==> src/rtl/sgw_pkg.sv <==
package sgw_pkg;
  // Bit of the size word that flags the final descriptor.
  localparam int LAST_BIT = 31;
  // Word width of the descriptor memory port.
  localparam int WORD_W = 32;

  typedef enum logic [2:0] {
    ST_IDLE       = 3'd0,
    ST_FETCH_ADDR = 3'd1,
    ST_FETCH_SIZE = 3'd2,
    ST_MOVE       = 3'd3,
    ST_DONE       = 3'd4
  } sgw_state_e;
endpackage

==> src/rtl/sgw_desc_decode.sv <==
module sgw_desc_decode
  import sgw_pkg::*;
#(
  parameter int CNT_W  = 16,
  localparam int RLEN_W = CNT_W + 1
) (
  input  logic [WORD_W-1:0] size_word,
  output logic [RLEN_W-1:0] region_len,
  output logic              region_last
);
  logic [CNT_W-2:0]          count_field;
  logic [WORD_W-CNT_W-2:0]   unused_bits;
  logic                      unused_lsb;

  assign count_field = size_word[CNT_W-1:1];
  assign unused_bits = size_word[LAST_BIT-1:CNT_W];
  assign unused_lsb  = size_word[0];

  // Bit 0 is dropped; an all-zero count field stands for the full range.
  always_comb begin
    if (count_field == '0) begin
      region_len = {1'b1, {CNT_W{1'b0}}};
    end else begin
      region_len = {1'b0, count_field, 1'b0};
    end
  end

  assign region_last = size_word[LAST_BIT];
endmodule

==> src/rtl/sgw_chunk_sel.sv <==
module sgw_chunk_sel #(
  parameter int LEN_W  = 20,
  parameter int RLEN_W = 17
) (
  input  logic [LEN_W-1:0]  req_left,
  input  logic [RLEN_W-1:0] region_left,
  output logic [RLEN_W-1:0] chunk_len
);
  logic [LEN_W-1:0] region_wide;

  assign region_wide = LEN_W'(region_left);

  always_comb begin
    if (req_left >= region_wide) begin
      chunk_len = region_left;
    end else begin
      chunk_len = req_left[RLEN_W-1:0];
    end
  end
endmodule

==> src/rtl/sgw_ctrl.sv <==
module sgw_ctrl
  import sgw_pkg::*;
#(
  parameter int ADDR_W     = 32,
  parameter int LEN_W      = 20,
  parameter int RLEN_W     = 17,
  parameter int PAGE_BYTES = 4096
) (
  input  logic              clk,
  input  logic              rst_n,
  input  logic              start,
  input  logic              resume,
  input  logic [LEN_W-1:0]  xfer_len,
  input  logic              is_write,
  input  logic [ADDR_W-1:0] table_base,
  output logic              mem_req,
  output logic [ADDR_W-1:0] mem_addr,
  input  logic              mem_rvalid,
  input  logic [WORD_W-1:0] mem_rdata,
  input  logic [RLEN_W-1:0] dec_len,
  input  logic              dec_last,
  output logic [LEN_W-1:0]  req_left,
  output logic [RLEN_W-1:0] region_left,
  input  logic [RLEN_W-1:0] chunk_len,
  output logic              mv_req,
  output logic [ADDR_W-1:0] mv_addr,
  output logic [RLEN_W-1:0] mv_len,
  output logic              mv_dir,
  input  logic              mv_ack,
  output logic              busy,
  output logic              done,
  output logic              short_tbl
);
  localparam logic [ADDR_W-1:0] PAGE_LIM  = ADDR_W'(PAGE_BYTES);
  localparam logic [ADDR_W-1:0] WORD_STEP = ADDR_W'(4);
  localparam logic [ADDR_W-1:0] DESC_STEP = ADDR_W'(8);

  sgw_state_e        state_q, state_d;
  logic [ADDR_W-1:0] base_q, base_d;
  logic [ADDR_W-1:0] ptr_q, ptr_d;
  logic [ADDR_W-1:0] raddr_q, raddr_d;
  logic [RLEN_W-1:0] rlen_q, rlen_d;
  logic              last_q, last_d;
  logic [LEN_W-1:0]  rem_q, rem_d;
  logic              dir_q, dir_d;
  logic              short_q, short_d;
  logic              table_end;
  logic              final_chunk;
  logic              launch;

  // No further descriptor may be read: flagged end or page fail-safe.
  assign table_end   = last_q || ((ptr_q - base_q) >= PAGE_LIM);
  assign final_chunk = (rem_q == LEN_W'(chunk_len));
  assign launch      = start || resume;

  // Next-state logic
  always_comb begin
    state_d = state_q;
    base_d  = base_q;
    ptr_d   = ptr_q;
    raddr_d = raddr_q;
    rlen_d  = rlen_q;
    last_d  = last_q;
    rem_d   = rem_q;
    dir_d   = dir_q;
    short_d = short_q;
    unique case (state_q)
      ST_IDLE: begin
        if (launch) begin
          rem_d   = xfer_len;
          dir_d   = is_write;
          short_d = 1'b0;
          if (start) begin
            base_d  = table_base;
            ptr_d   = table_base;
            raddr_d = '0;
            rlen_d  = '0;
            last_d  = 1'b0;
            state_d = (xfer_len == '0) ? ST_DONE : ST_FETCH_ADDR;
          end else if (xfer_len == '0) begin
            state_d = ST_DONE;
          end else if (rlen_q != '0) begin
            state_d = ST_MOVE;
          end else if (table_end) begin
            short_d = 1'b1;
            state_d = ST_DONE;
          end else begin
            state_d = ST_FETCH_ADDR;
          end
        end
      end
      ST_FETCH_ADDR: begin
        if (mem_rvalid) begin
          raddr_d = mem_rdata[ADDR_W-1:0];
          state_d = ST_FETCH_SIZE;
        end
      end
      ST_FETCH_SIZE: begin
        if (mem_rvalid) begin
          rlen_d  = dec_len;
          last_d  = dec_last;
          ptr_d   = ptr_q + DESC_STEP;
          state_d = ST_MOVE;
        end
      end
      ST_MOVE: begin
        if (mv_ack) begin
          raddr_d = raddr_q + ADDR_W'(chunk_len);
          rlen_d  = rlen_q - chunk_len;
          rem_d   = rem_q - LEN_W'(chunk_len);
          if (final_chunk) begin
            state_d = ST_DONE;
          end else if (table_end) begin
            short_d = 1'b1;
            state_d = ST_DONE;
          end else begin
            state_d = ST_FETCH_ADDR;
          end
        end
      end
      ST_DONE: begin
        state_d = ST_IDLE;
      end
      default: begin
        state_d = ST_IDLE;
      end
    endcase
  end

  // Register process
  always_ff @(posedge clk or negedge rst_n) begin
    if (!rst_n) begin
      state_q <= ST_IDLE;
      base_q  <= '0;
      ptr_q   <= '0;
      raddr_q <= '0;
      rlen_q  <= '0;
      last_q  <= 1'b0;
      rem_q   <= '0;
      dir_q   <= 1'b0;
      short_q <= 1'b0;
    end else begin
      state_q <= state_d;
      base_q  <= base_d;
      ptr_q   <= ptr_d;
      raddr_q <= raddr_d;
      rlen_q  <= rlen_d;
      last_q  <= last_d;
      rem_q   <= rem_d;
      dir_q   <= dir_d;
      short_q <= short_d;
    end
  end

  // Outputs
  always_comb begin
    mem_req = 1'b0;
    mem_addr = ptr_q;
    if (state_q == ST_FETCH_ADDR) begin
      mem_req = 1'b1;
    end else if (state_q == ST_FETCH_SIZE) begin
      mem_req  = 1'b1;
      mem_addr = ptr_q + WORD_STEP;
    end
  end

  assign req_left    = rem_q;
  assign region_left = rlen_q;
  assign mv_req      = (state_q == ST_MOVE);
  assign mv_addr     = raddr_q;
  assign mv_len      = chunk_len;
  assign mv_dir      = dir_q;
  assign busy        = (state_q != ST_IDLE);
  assign done        = (state_q == ST_DONE);
  assign short_tbl   = short_q;
endmodule

==> src/rtl/sg_table_walker.sv <==
module sg_table_walker
  import sgw_pkg::*;
#(
  parameter int ADDR_W     = 32,
  parameter int LEN_W      = 20,
  parameter int CNT_W      = 16,
  parameter int PAGE_BYTES = 4096,
  localparam int RLEN_W    = CNT_W + 1
) (
  input  logic              clk,
  input  logic              rst_n,
  input  logic              start,
  input  logic              resume,
  input  logic [LEN_W-1:0]  xfer_len,
  input  logic              is_write,
  input  logic [ADDR_W-1:0] table_base,
  output logic              mem_req,
  output logic [ADDR_W-1:0] mem_addr,
  input  logic              mem_rvalid,
  input  logic [WORD_W-1:0] mem_rdata,
  output logic              mv_req,
  output logic [ADDR_W-1:0] mv_addr,
  output logic [RLEN_W-1:0] mv_len,
  output logic              mv_dir,
  input  logic              mv_ack,
  output logic              busy,
  output logic              done,
  output logic              short_tbl
);
  logic [RLEN_W-1:0] dec_len;
  logic              dec_last;
  logic [LEN_W-1:0]  req_left;
  logic [RLEN_W-1:0] region_left;
  logic [RLEN_W-1:0] chunk_len;

  sgw_desc_decode #(.CNT_W(CNT_W)) u_decode (
    .size_word   (mem_rdata),
    .region_len  (dec_len),
    .region_last (dec_last)
  );

  sgw_chunk_sel #(.LEN_W(LEN_W), .RLEN_W(RLEN_W)) u_chunk (
    .req_left    (req_left),
    .region_left (region_left),
    .chunk_len   (chunk_len)
  );

  sgw_ctrl #(
    .ADDR_W(ADDR_W), .LEN_W(LEN_W), .RLEN_W(RLEN_W), .PAGE_BYTES(PAGE_BYTES)
  ) u_ctrl (
    .clk         (clk),
    .rst_n       (rst_n),
    .start       (start),
    .resume      (resume),
    .xfer_len    (xfer_len),
    .is_write    (is_write),
    .table_base  (table_base),
    .mem_req     (mem_req),
    .mem_addr    (mem_addr),
    .mem_rvalid  (mem_rvalid),
    .mem_rdata   (mem_rdata),
    .dec_len     (dec_len),
    .dec_last    (dec_last),
    .req_left    (req_left),
    .region_left (region_left),
    .chunk_len   (chunk_len),
    .mv_req      (mv_req),
    .mv_addr     (mv_addr),
    .mv_len      (mv_len),
    .mv_dir      (mv_dir),
    .mv_ack      (mv_ack),
    .busy        (busy),
    .done        (done),
    .short_tbl   (short_tbl)
  );
endmodule

==> config.mk <==
export PLATFORM = sky130hd
export DESIGN_NAME = sg_table_walker
export DESIGN_NICKNAME = d
export VERILOG_FILES = /design/src/rtl/sgw_pkg.sv /design/src/rtl/sgw_desc_decode.sv /design/src/rtl/sgw_chunk_sel.sv /design/src/rtl/sgw_ctrl.sv /design/src/rtl/sg_table_walker.sv
export SDC_FILE = /design/constraint.sdc
export NUM_CORES = 1
export LEC_CHECK = 0
export BUFFER_PORTS_ARGS = -buffer_cell sky130_fd_sc_hd__buf_2
export CORE_AREA = 2 2 155 157
export DETAILED_ROUTE_END_ITERATION = 10
export DIE_AREA = 0 0 157 159
export PLACE_DENSITY = 0.84
export SLEW_MARGIN = 20
export SYNTH_ARGS = -nofsm -noshare
export SYNTH_HDL_FRONTEND = slang
export SYNTH_SLANG_ARGS = --single-unit
==> constraint.sdc <==
create_clock -name clk -period 5 [get_ports clk]
set_input_delay 0.5 -clock clk [delete_from_list [all_inputs] [get_ports clk]]
set_output_delay 0.5 -clock clk [all_outputs]
set_load 0.05 [all_outputs]
==> impl_metrics.json, run 1 <==
{
  "clock_path_buffers": 2,
  "area_growth_pct": 16.11,
  "startpoint": "u_ctrl.req_left[0]",
  "max-cap-violations": 0,
  "dieArea_mm2": 0.02496,
  "outcome": "finished, final reports clean",
  "drt-pass1-iter-count": 5,
  "std_cell_rows": 56,
  "syn_area_mm2": 0.01216,
  "endpoint": "u_ctrl.mv_addr[26]",
  "path_delay_family": "compound AO/OA/AOI/OAI gates",
  "drtIter0Drc": 1550,
  "yosysTopAreaCell": "dfrtp_1",
  "io_buffers": 177,
  "hold_class": "in2async",
  "met3_wirelength_mm": 3.921,
  "grt_max_degree": 101,
  "clock_latency_ns": 0.44,
  "worstPathRequired_ns": 5.31,
  "r2r_start": "u_ctrl.req_left[0]",
  "synth_area_leaders": "dfrtp_1 (29%), ha_1 (10%), a21oi_1 (6.1%)",
  "clkSinkCount": 139,
  "ys_ff_latch": 139,
  "drc": 0,
  "finalCritPeriodShare_pct": 95.10,
  "grt_pass1_wl_mm": 64.42,
  "finalSetupViolations": 0,
  "slew_violations": 0,
  "min_period_ns": 4.755,
  "synth-async-reset-ratio_pct": 100.0,
  "cp_num_cells": 21,
  "nets": 1942,
  "drive_above_1_share_pct": 15.89,
  "synth_most_common_cell": "nand2_1",
  "regToRegSetupSlack_ns": 0.24,
  "antenna_cells": 0,
  "cts_made_buffers": 17,
  "antenna_found_initial": 0,
  "path_buf_inv": 2,
  "ys_top_cells_by_count": "nand2_1 (178), a21oi_1 (149), nor2_1 (147), o21ai_0 (147), dfrtp_1 (139)",
  "r2r-end": "u_ctrl.mv_addr[26]",
  "dpl.cell_count": 2043,
  "met2WireLength_mm": 18.93,
  "path_cells": "inv_1 > ha_1 > nand2b_1 > a21o_1 > a21o_1 > a21oi_1 > o211ai_1 > a31oi_2 > buf_12 > o21ai_2 > ha_1 > fa_1 > a21o_1 > a221oi_4 > a21oi_2 > o311ai_2 > a31oi_2 > a41oi_2 > or3_4 > nor3_1 > a221o_1",
  "synth_cells": 1597,
  "grt_use_total_pct": 32.27,
  "worst_slew_pin_slew_ns": 1.142,
  "synth_edf_count": 0,
  "synth.distinct_cells": 73,
  "totalWireLength_mm": 40.89,
  "cts_tree": "done",
  "num_vias": 13140,
  "die-height_um": 159,
  "synth_top_area_share_pct": 28.62,
  "die_w_um": 157,
  "path_max_fanout": 18,
  "crit_top_cell": "a21o_1",
  "m1WireLength_mm": 16.03,
  "wl_per_cell_um": 19.71,
  "gp_congestion": 0.9955,
  "timing.fmax_mhz": 210.3,
  "max_stage_delay_ns": 0.41,
  "overflow": 0,
  "endpoint_kind": "flip-flop",
  "top_layer": "met4",
  "relSlewSlack_pct": 23.68,
  "syn_avg_cell_area_um2": 7.611,
  "start_kind": "flip-flop",
  "hold_slack_ns": 0.1800,
  "synth_flop_cell": "dfrtp_1",
  "first_global_vias": 12450,
  "htree_levels": 4,
  "vias_per_cell": 6.333,
  "seq_area_frac_synth_pct": 28.62,
  "dp_hpwl_mm": 30.21,
  "stdcell_count": 2075,
  "hold_viol": 0,
  "synth_warnings": 0,
  "coreArea_mm2": 0.02319,
  "cts.reportedPaths.clkPinSlew_ns": 0.07,
  "finClkSkew_ns": 0.01579,
  "timing.reg2reg.worst_path_depth": 21,
  "arrival_ns": 5.07,
  "initial_utilization_pct": 52.41,
  "synth_nets": 1793,
  "root_buffer": "clkbuf_16",
  "slowest_stage": "fa_1",
  "critPathKind": "reg2reg",
  "antenna_left": 0,
  "ios": 178,
  "cts_hold_buf": 0
}
-- per-stage QoR --
| step | cell area [µm²] | util [%] | setup slack (ns) | TNS [ns] |
|---|---|---|---|---|
| after detailed placement | 13410 | 57.81 | -0.1310 | -0.7506 |
| after global routing | 14110 | 60.85 | -0.01500 | -0.01750 |
| after CTS | 14000 | 60.35 | 0.008500 | 0 |
| final | 14110 | 60.85 | 0.2448 | 0 |
| after floorplan | 12180 | - | 0.05870 | 0 |
| after global placement | 13410 | 57.81 | 0.02855 | 0 |
-- sequential cells by signal (all words and copies together), names as in the netlist --
signal	flops
u_ctrl.base_q	32
u_ctrl.mv_addr	32
u_ctrl.ptr_q	32
u_ctrl.req_left	20
u_ctrl.region_left	17
u_ctrl.state_q	3
u_ctrl.last_q	1
u_ctrl.mv_dir	1
u_ctrl.short_tbl	1
-- layer usage --
| layer | track usage, % | vias up |
|---|---|---|
| met5 | 0 | - |
| met4 | 15.85 | 0 |
| met3 | 5.607 | 147 |
| met2 | 51.50 | 723 |
| met1 | 42.17 | 6187 |
| li1 | - | 6083 |
-- logic make-up (layout without fill, tap and decap cells) --
group                    Yosys count  in the layout  synth area share, %
AND/OR/NAND/NOR                  579            579                22.21
AO/OA/AOI/OAI                    520            520                26.56
buffers and inverters            170            329                5.435
flip-flops                       139            139                28.62
adder cells (fa/ha/maj)          105            105                11.06
XOR/XNOR                          77             77                5.548
multiplexers                       7              7               0.5765
-- cell type report --
type	count	area, µm²
fillers	2053	9079
multi-input cells	1288	8158
flip-flops and latches	139	3478
repair buffers	208	1150
clock buffers	20	466.7
well taps	319	399.1
inverters	92	345.3
clock inverters	9	116.4
-- cells in the final DEF, fill, tap and decap left out, types with 8 or more instances in the layout --
master / instances
a211o_1: 8
nor3_1: 45
nand2_1: 178
o21a_1: 11
o21ai_1: 9
o21ai_0: 140
o22ai_1: 21
nor2_1: 146
a221o_1: 8
xor2_1: 37
nand2b_1: 14
buf_4: 29
or2_2: 11
xnor2_1: 40
nand3_1: 61
clkbuf_16: 17
a211oi_1: 9
a21oi_1: 145
buf_2: 176
a21o_1: 36
and2_1: 13
dfrtp_1: 139
nor2b_1: 10
a22oi_1: 34
nand4_1: 29
inv_1: 91
nor4_1: 22
o211ai_1: 11
or3_1: 11
ha_1: 100
a31oi_1: 13
and3_1: 20
-- worst min-delay path by stage --
stage | start | endpoint | slack (ns) | depth (start not counted)
2_1_floorplan | rst_n | u_ctrl.base_q[0] | 0.20 | 0
3_3_place_gp | u_ctrl.mv_dir | u_ctrl.mv_dir | 0.45 | 2
3_5_place_dp | u_ctrl.mv_dir | u_ctrl.mv_dir | 0.46 | 2
4_1_cts | rst_n | u_ctrl.base_q[12] | 0.25 | 1
5_1_grt | rst_n | u_ctrl.ptr_q[5] | 0.28 | 1
6_report | rst_n | u_ctrl.ptr_q[9] | 0.18 | 1
-- worst reg2reg max path: stages, from the launching register on --
cell      delay [ns]
dfrtp_1         0.35
inv_1           0.06
ha_1            0.29
nand2b_1        0.14
a21o_1          0.17
a21o_1          0.17
a21oi_1         0.15
o211ai_1        0.13
a31oi_2         0.26
buf_12          0.19
o21ai_2         0.11
ha_1            0.23
fa_1            0.41
a21o_1          0.24
a221oi_4        0.30
a21oi_2         0.13
o311ai_2        0.30
a31oi_2         0.17
a41oi_2         0.30
or3_4           0.22
nor3_1          0.05
a221o_1         0.26
-- what timing repair did --
| action | 4_1_cts | 5_1_grt |
|---|---|---|
| gates resized for setup | 2 | 22 |
| cloned | 0 | 0 |
| pin swaps | 0 | 6 |
| setup buffers | 0 | 2 |
| endpoints found under the setup margin | 6 | 22 |
Power of run 1 is left out: the tool's default activity adds up to more than one toggle a clock period on the data nets, which glitch-free logic cannot reach.
==> inputs of run 2 (changes only) <==
CORE_AREA = 2 2 141 143   (was 2 2 155 157)
DIE_AREA = 0 0 143 145   (was 0 0 157 159)
PLACE_DENSITY = 0.94   (was 0.84)
clock period = 5.6 ns   (was 5 ns; I/O delays follow)
==> run 2 against run 1 <==
Against the previous run:
- sequential share of layout area increased by 0.46 points
- via count increased by 1.6%
- flip-flop and latch count unchanged
- worst setup slack improved by 0.14 ns
- non-clock buffer count decreased by 17
- global-route usage increased by 6.6 points
- first-iteration DRC count increased by 14%
- cell count decreased by 3.3%
- register-to-register slack improved by 0.14 ns
- fmax decreased by 8.8%
- critical path depth increased by 1
- cell area decreased by 1.8%
==> impl_metrics.json, run 2 (synthesis gave the netlist of run 1 again) <==
{
  "outcome": "finished, final reports clean",
  "num_vias": 13350,
  "fin_tns_setup_ns": 0,
  "cts_made_buffers": 17,
  "rsz0062_at_grt": "no",
  "grt_max_degree": 87,
  "hold_class": "in2async",
  "final_common_cell": "nand2_1",
  "startpoint": "u_ctrl.region_left[10]",
  "area_growth_pct": 13.98,
  "antenna_found_initial": 1,
  "max-cap-violations": 0,
  "htree_levels": 4,
  "antenna_left": 0,
  "final_util_pct": 72.13,
  "drive_above_1_share_pct": 14.24,
  "grt_pass1_wl_mm": 64.63,
  "timing.fmax_mhz": 191.7,
  "root_buffer": "clkbuf_16",
  "min_period_ns": 5.215,
  "endpoint_kind": "flip-flop",
  "coreArea_mm2": 0.01921,
  "clock_path_buffers": 2,
  "gp_congestion": 1.002,
  "critPathKind": "reg2reg",
  "clock_latency_ns": 0.45,
  "die_w_um": 143,
  "dp_hpwl_mm": 29.56,
  "ios": 178,
  "timing.reg2reg.worst_path_depth": 22,
  "grt_use_total_pct": 38.83,
  "path_max_fanout": 30,
  "hold_viol": 0,
  "drc": 0,
  "overflow": 0,
  "io_buffers": 177,
  "nets": 1925,
  "slowest_stage": "or4_1",
  "worstPathRequired_ns": 5.91,
  "cts_hold_buf": 0,
  "std_cell_rows": 51,
  "drtIter0Drc": 1774,
  "stdcell_count": 2007,
  "slew_violations": 0,
  "cts.reportedPaths.clkPinSlew_ns": 0.07,
  "initial_utilization_pct": 63.29,
  "arrival_ns": 5.52,
  "finalSetupViolations": 0,
  "path_cells": "inv_1 > ha_1 > or4_1 > a21oi_1 > o211ai_1 > a31oi_2 > buf_6 > nand2_1 > o21ai_1 > ha_1 > inv_1 > fa_1 > a21o_1 > a21oi_1 > o21bai_1 > a21oi_1 > o21ai_0 > a21oi_1 > a311oi_1 > a211oi_1 > mux2i_1 > a22oi_1",
  "totalWireLength_mm": 40.28,
  "final_cell_mix": "nand2_1 (178), buf_2 (176), a21oi_1 (149)",
  "vias_per_cell": 6.652,
  "max_stage_delay_ns": 0.52,
  "relSlewSlack_pct": 27.54,
  "r2r_start": "u_ctrl.region_left[10]",
  "regToRegSetupSlack_ns": 0.38,
  "wl_per_cell_um": 20.07,
  "clkSinkCount": 139,
  "crit_top_cell": "a21oi_1",
  "cts_tree": "done",
  "start_kind": "flip-flop",
  "dpl.cell_count": 1974,
  "finClkSkew_ns": 0.009606,
  "die-height_um": 145,
  "drt-pass1-iter-count": 9,
  "finalCritPeriodShare_pct": 93.13,
  "worst_slew_pin_slew_ns": 1.084,
  "n_fill_cell": 1458,
  "first_global_vias": 12850,
  "dieArea_mm2": 0.02074
}
run 2: cell count changes in the layout (fill, tap and decap cells not counted), moves of 3 or more:
| cell | before | now |
|---|---|---|
| o31ai_1 | 6 | 9 |
| a21oi_1 | 145 | 149 |
| a21oi_2 | 5 | 1 |
| o21ai_0 | 140 | 146 |
| clkinv_4 | 4 | 0 |
| o21ai_1 | 9 | 4 |
| o31ai_2 | 3 | 0 |
| buf_4 | 29 | 12 |
| clkinvlp_4 | 1 | 5 |
run 2: final cells by class:
class	instances	area [µm²]	share of cell area, %
tap	265	331.6	2.393
antenna	1	2.502	0.01806
multi-input combinational	1288	8078	58.30
timing repair buffer	191	1013	7.315
clock inverter	9	111.4	0.8038
clock buffer	22	494.2	3.567
inverter	92	345.3	2.493
sequential	139	3478	25.11
run 2: repair_timing:
action,4_1_cts,5_1_grt
setup buffers,0,0
endpoints found under the setup margin,0,11
resized for setup,0,4
run 2: final timing paths:
check                                            to
worst min-delay path               u_ctrl.ptr_q[31]
worst max register to register  u_ctrl.req_left[18]
worst min register to register        u_ctrl.mv_dir
max in group asynchronous        u_ctrl.mv_addr[24]
min in group clk                      u_ctrl.mv_dir
worst max-delay path            u_ctrl.req_left[18]
run 2: through the flow:
stage | instance area [µm²] | worst slack [ns] | hold WS [ns]
after floorplan | 12160 | 0.1175 | 0.2644
after global placement | 13200 | 0.4306 | 0.4522
after detailed placement | 13210 | 0.2785 | 0.4576
after CTS | 13810 | 0.2432 | 0.2455
after global routing | 13850 | 0.01877 | 0.2579
final | 13850 | 0.3846 | 0.1686
run 2: layer usage:
layer	wire, µm	track usage, %	vias to the layer above
met4	2251	20.05	0
met1	15070	47.63	6171
met5	0	0	-
li1	-	-	6055
met3	4115	9.043	207
met2	18840	63.30	918
run 2: worst max-delay path: cells and delay by family (launching register included):
family                     cells  cell delay, ns
adders and majority gates      3            0.86
buffers and inverters          3            0.42
AOI/OAI and AO/OA             13            2.59
DFF                            1            0.40
and+or+nand+nor                2            0.59
muxes                          1            0.23
Power of run 2 is left out for the same reason.
==> inputs of run 3 (changes only) <==
ABC_AREA = 1   (was default)
CORE_AREA = 2 2 150 152   (was 2 2 141 143)
DIE_AREA = 0 0 152 154   (was 0 0 143 145)
SYNTH_HIERARCHICAL = 1   (was default)
==> run 3 against run 2 <==
Against the previous run:
- via count increased by 17%
- clock skew increased by 0.0025 ns
- flip-flop and latch count unchanged
- synthesized cell count increased by 40%
==> impl_metrics.json, run 3 <==
{
  "outcome": "finished, final reports clean",
  "drtIter0Drc": 1484,
  "synth_edf_count": 0,
  "coreArea_mm2": 0.02169,
  "clock_path_buffers": 2,
  "cts.reportedPaths.clkPinSlew_ns": 0.07,
  "relSlewSlack_pct": 36.72,
  "syn_area_mm2": 0.01398,
  "grt_max_degree": 93,
  "final_common_cell": "nand2_1",
  "synth_most_common_cell": "nand2_1",
  "r2r_start": "u_ctrl/region_left[15]",
  "startpoint": "u_ctrl/state_q[1]",
  "antenna_found_initial": 1,
  "synth-async-reset-ratio_pct": 100.0,
  "path_cells": "inv_2 > nor2_2 > inv_2 > nor2_4 > nand2_1 > inv_1 > nand3_1 > nor4_1 > nand2_1 > xor2_1 > buf_2",
  "critPathKind": "reg2out",
  "synth_compound_area_share_pct": 17.23,
  "ys_top_cells_by_count": "nand2_1 (613), inv_1 (354), nor2_1 (185), a21oi_1 (178), o21ai_0 (160)",
  "regToRegSetupSlack_ns": 1.17,
  "wl_per_cell_um": 17.96,
  "cts_resized": 0,
  "worstPathRequired_ns": 5.04,
  "worst_slew_pin_slew_ns": 0.9493,
  "slowest_stage": "nor4_1",
  "initial_utilization_pct": 64.45,
  "postCtsSetupRepairBufs": 0,
  "finalCritPeriodShare_pct": 81.10,
  "area_growth_pct": 10.49,
  "drt-pass1-iter-count": 8,
  "timing.fmax_mhz": 220.2,
  "n_fill_cell": 1919,
  "synth_area_leaders": "dfrtp_1 (25%), nand2_1 (16%), inv_1 (9.5%)",
  "ios": 178,
  "cts_tree": "done",
  "min_period_ns": 4.541,
  "synth_cells": 2229,
  "die-height_um": 154,
  "root_buffer": "clkbuf_16",
  "finClkSkew_ns": 0.01212,
  "num_vias": 15660,
  "synth_top_family_by_area": "simple AND/OR/NAND/NOR gates",
  "htree_levels": 4,
  "std_cell_rows": 54,
  "synth_adder_area_share_pct": 9.525,
  "synth_top_area_share_pct": 24.89,
  "synthMuxAreaShare_pct": 0,
  "synth_flop_cell": "dfrtp_1",
  "hold_viol": 0,
  "fin_tns_setup_ns": 0,
  "rsz0062_at_grt": "no",
  "yosysTopAreaCell": "dfrtp_1",
  "first_global_vias": 15210,
  "final_cell_mix": "nand2_1 (613), inv_1 (354), nor2_1 (183)",
  "seq_area_frac_synth_pct": 24.89,
  "path_max_fanout": 33,
  "arrival_ns": 3.98,
  "totalWireLength_mm": 47.46,
  "synth_nets": 2424,
  "slew_violations": 0,
  "clock_latency_ns": 0.44,
  "hold_class": "in2async",
  "synth_warnings": 6,
  "cts_hold_buf": 0,
  "dpl_cell_area_mm2": 0.01487,
  "vias_per_cell": 5.926,
  "nets": 2543,
  "ys_ff_latch": 139,
  "antenna_left": 0,
  "max-cap-violations": 0,
  "syn_avg_cell_area_um2": 6.271,
  "max_stage_delay_ns": 0.78,
  "finalSetupViolations": 0,
  "start_kind": "flip-flop",
  "dp_hpwl_mm": 36.53,
  "drive_above_1_share_pct": 12.92,
  "final_area_mm2": 0.01544,
  "grt_pass1_wl_mm": 76.03,
  "overflow": 0,
  "io_buffers": 177,
  "synth.distinct_cells": 58,
  "drc": 0,
  "yosys.area_share.simple_pct": 31.93,
  "synth_xor_area_share_pct": 3.384,
  "clkSinkCount": 139,
  "die_w_um": 152,
  "grt_use_total_pct": 40.36,
  "gp_congestion": 1.018,
  "cts_made_buffers": 17,
  "dieArea_mm2": 0.02341,
  "endpoint_kind": "output port"
}
==> run 3: cell count changes in the layout (fill, tap and decap cells not counted), moves of 17 or more <==
cell,delta
a21o_1,-21
a21oi_1,+29
a22oi_1,-30
and3_1,-21
inv_1,+263
nand2_1,+435
nand2_2,+17
nand3_1,+36
nor2_1,+37
xnor2_1,-35
==> run 3: worst paths after layout <==
path | to | cells after the start
worst min register to register | u_ctrl/mv_dir | 2
min in group clk | u_ctrl/mv_dir | 3
worst max register to register | u_ctrl/region_left[14] | 26
worst min-delay path | u_ctrl/req_left[12] | 1
worst max-delay path | mem_addr[18] | 11
max in group asynchronous | u_ctrl/ptr_q[13] | 2
==> run 3: final cells by class <==
cell class	count	area (µm²)	share of cell area [%]
Inverter	365	1370	8.871
Timing Repair Buffer	187	967.2	6.263
Clock buffer	17	425.4	2.755
Clock inverter	15	147.6	0.9560
Tap cell	280	350.3	2.268
Sequential cell	139	3478	22.52
Multi-Input combinational cell	1638	8702	56.35
Antenna cell	1	2.502	0.01620
==> run 3: through the flow <==
step           std cells  hold slack (ns)  utilization (%)  setup WS [ns]
3_3_place_gp        2609           0.4537            68.55          1.557
3_5_place_dp        2609           0.4618            68.55          1.362
6_report            2642           0.2068            71.21          1.059
5_1_grt             2641           0.2804            71.20         0.7773
4_1_cts             2641           0.2577            71.20          1.258
2_1_floorplan       2229           0.2644                -          2.115
==> run 3: metal layers <==
layer	up-vias	share of wire [%]	track usage (%)
met5	-	0	0
met4	0	7.6	28.04
met3	258	8.5	7.751
met2	886	47	68.21
met1	7130	37	46.28
li1	7382	-	-
==> run 3: cell families (layout without fill, tap and decap cells) <==
logic type | count (synthesis) | after routing
xor gates and xnor gates | 54 | 54
other | 1 | 2
AOI/OAI and AO/OA | 436 | 436
and+or+nand+nor | 1043 | 1043
DFF | 139 | 139
adders and majority gates | 104 | 104
buffers and inverters | 452 | 584
==> run 3: critical path, delay by kind of cell (launching register included) <==
kind / cells / cell delay, ns
XOR/XNOR: 1 / 0.17
buffers and inverters: 4 / 0.56
AND/OR/NAND/NOR: 6 / 2.37
flip-flops: 1 / 0.44
Power of run 3 is left out for the same reason.
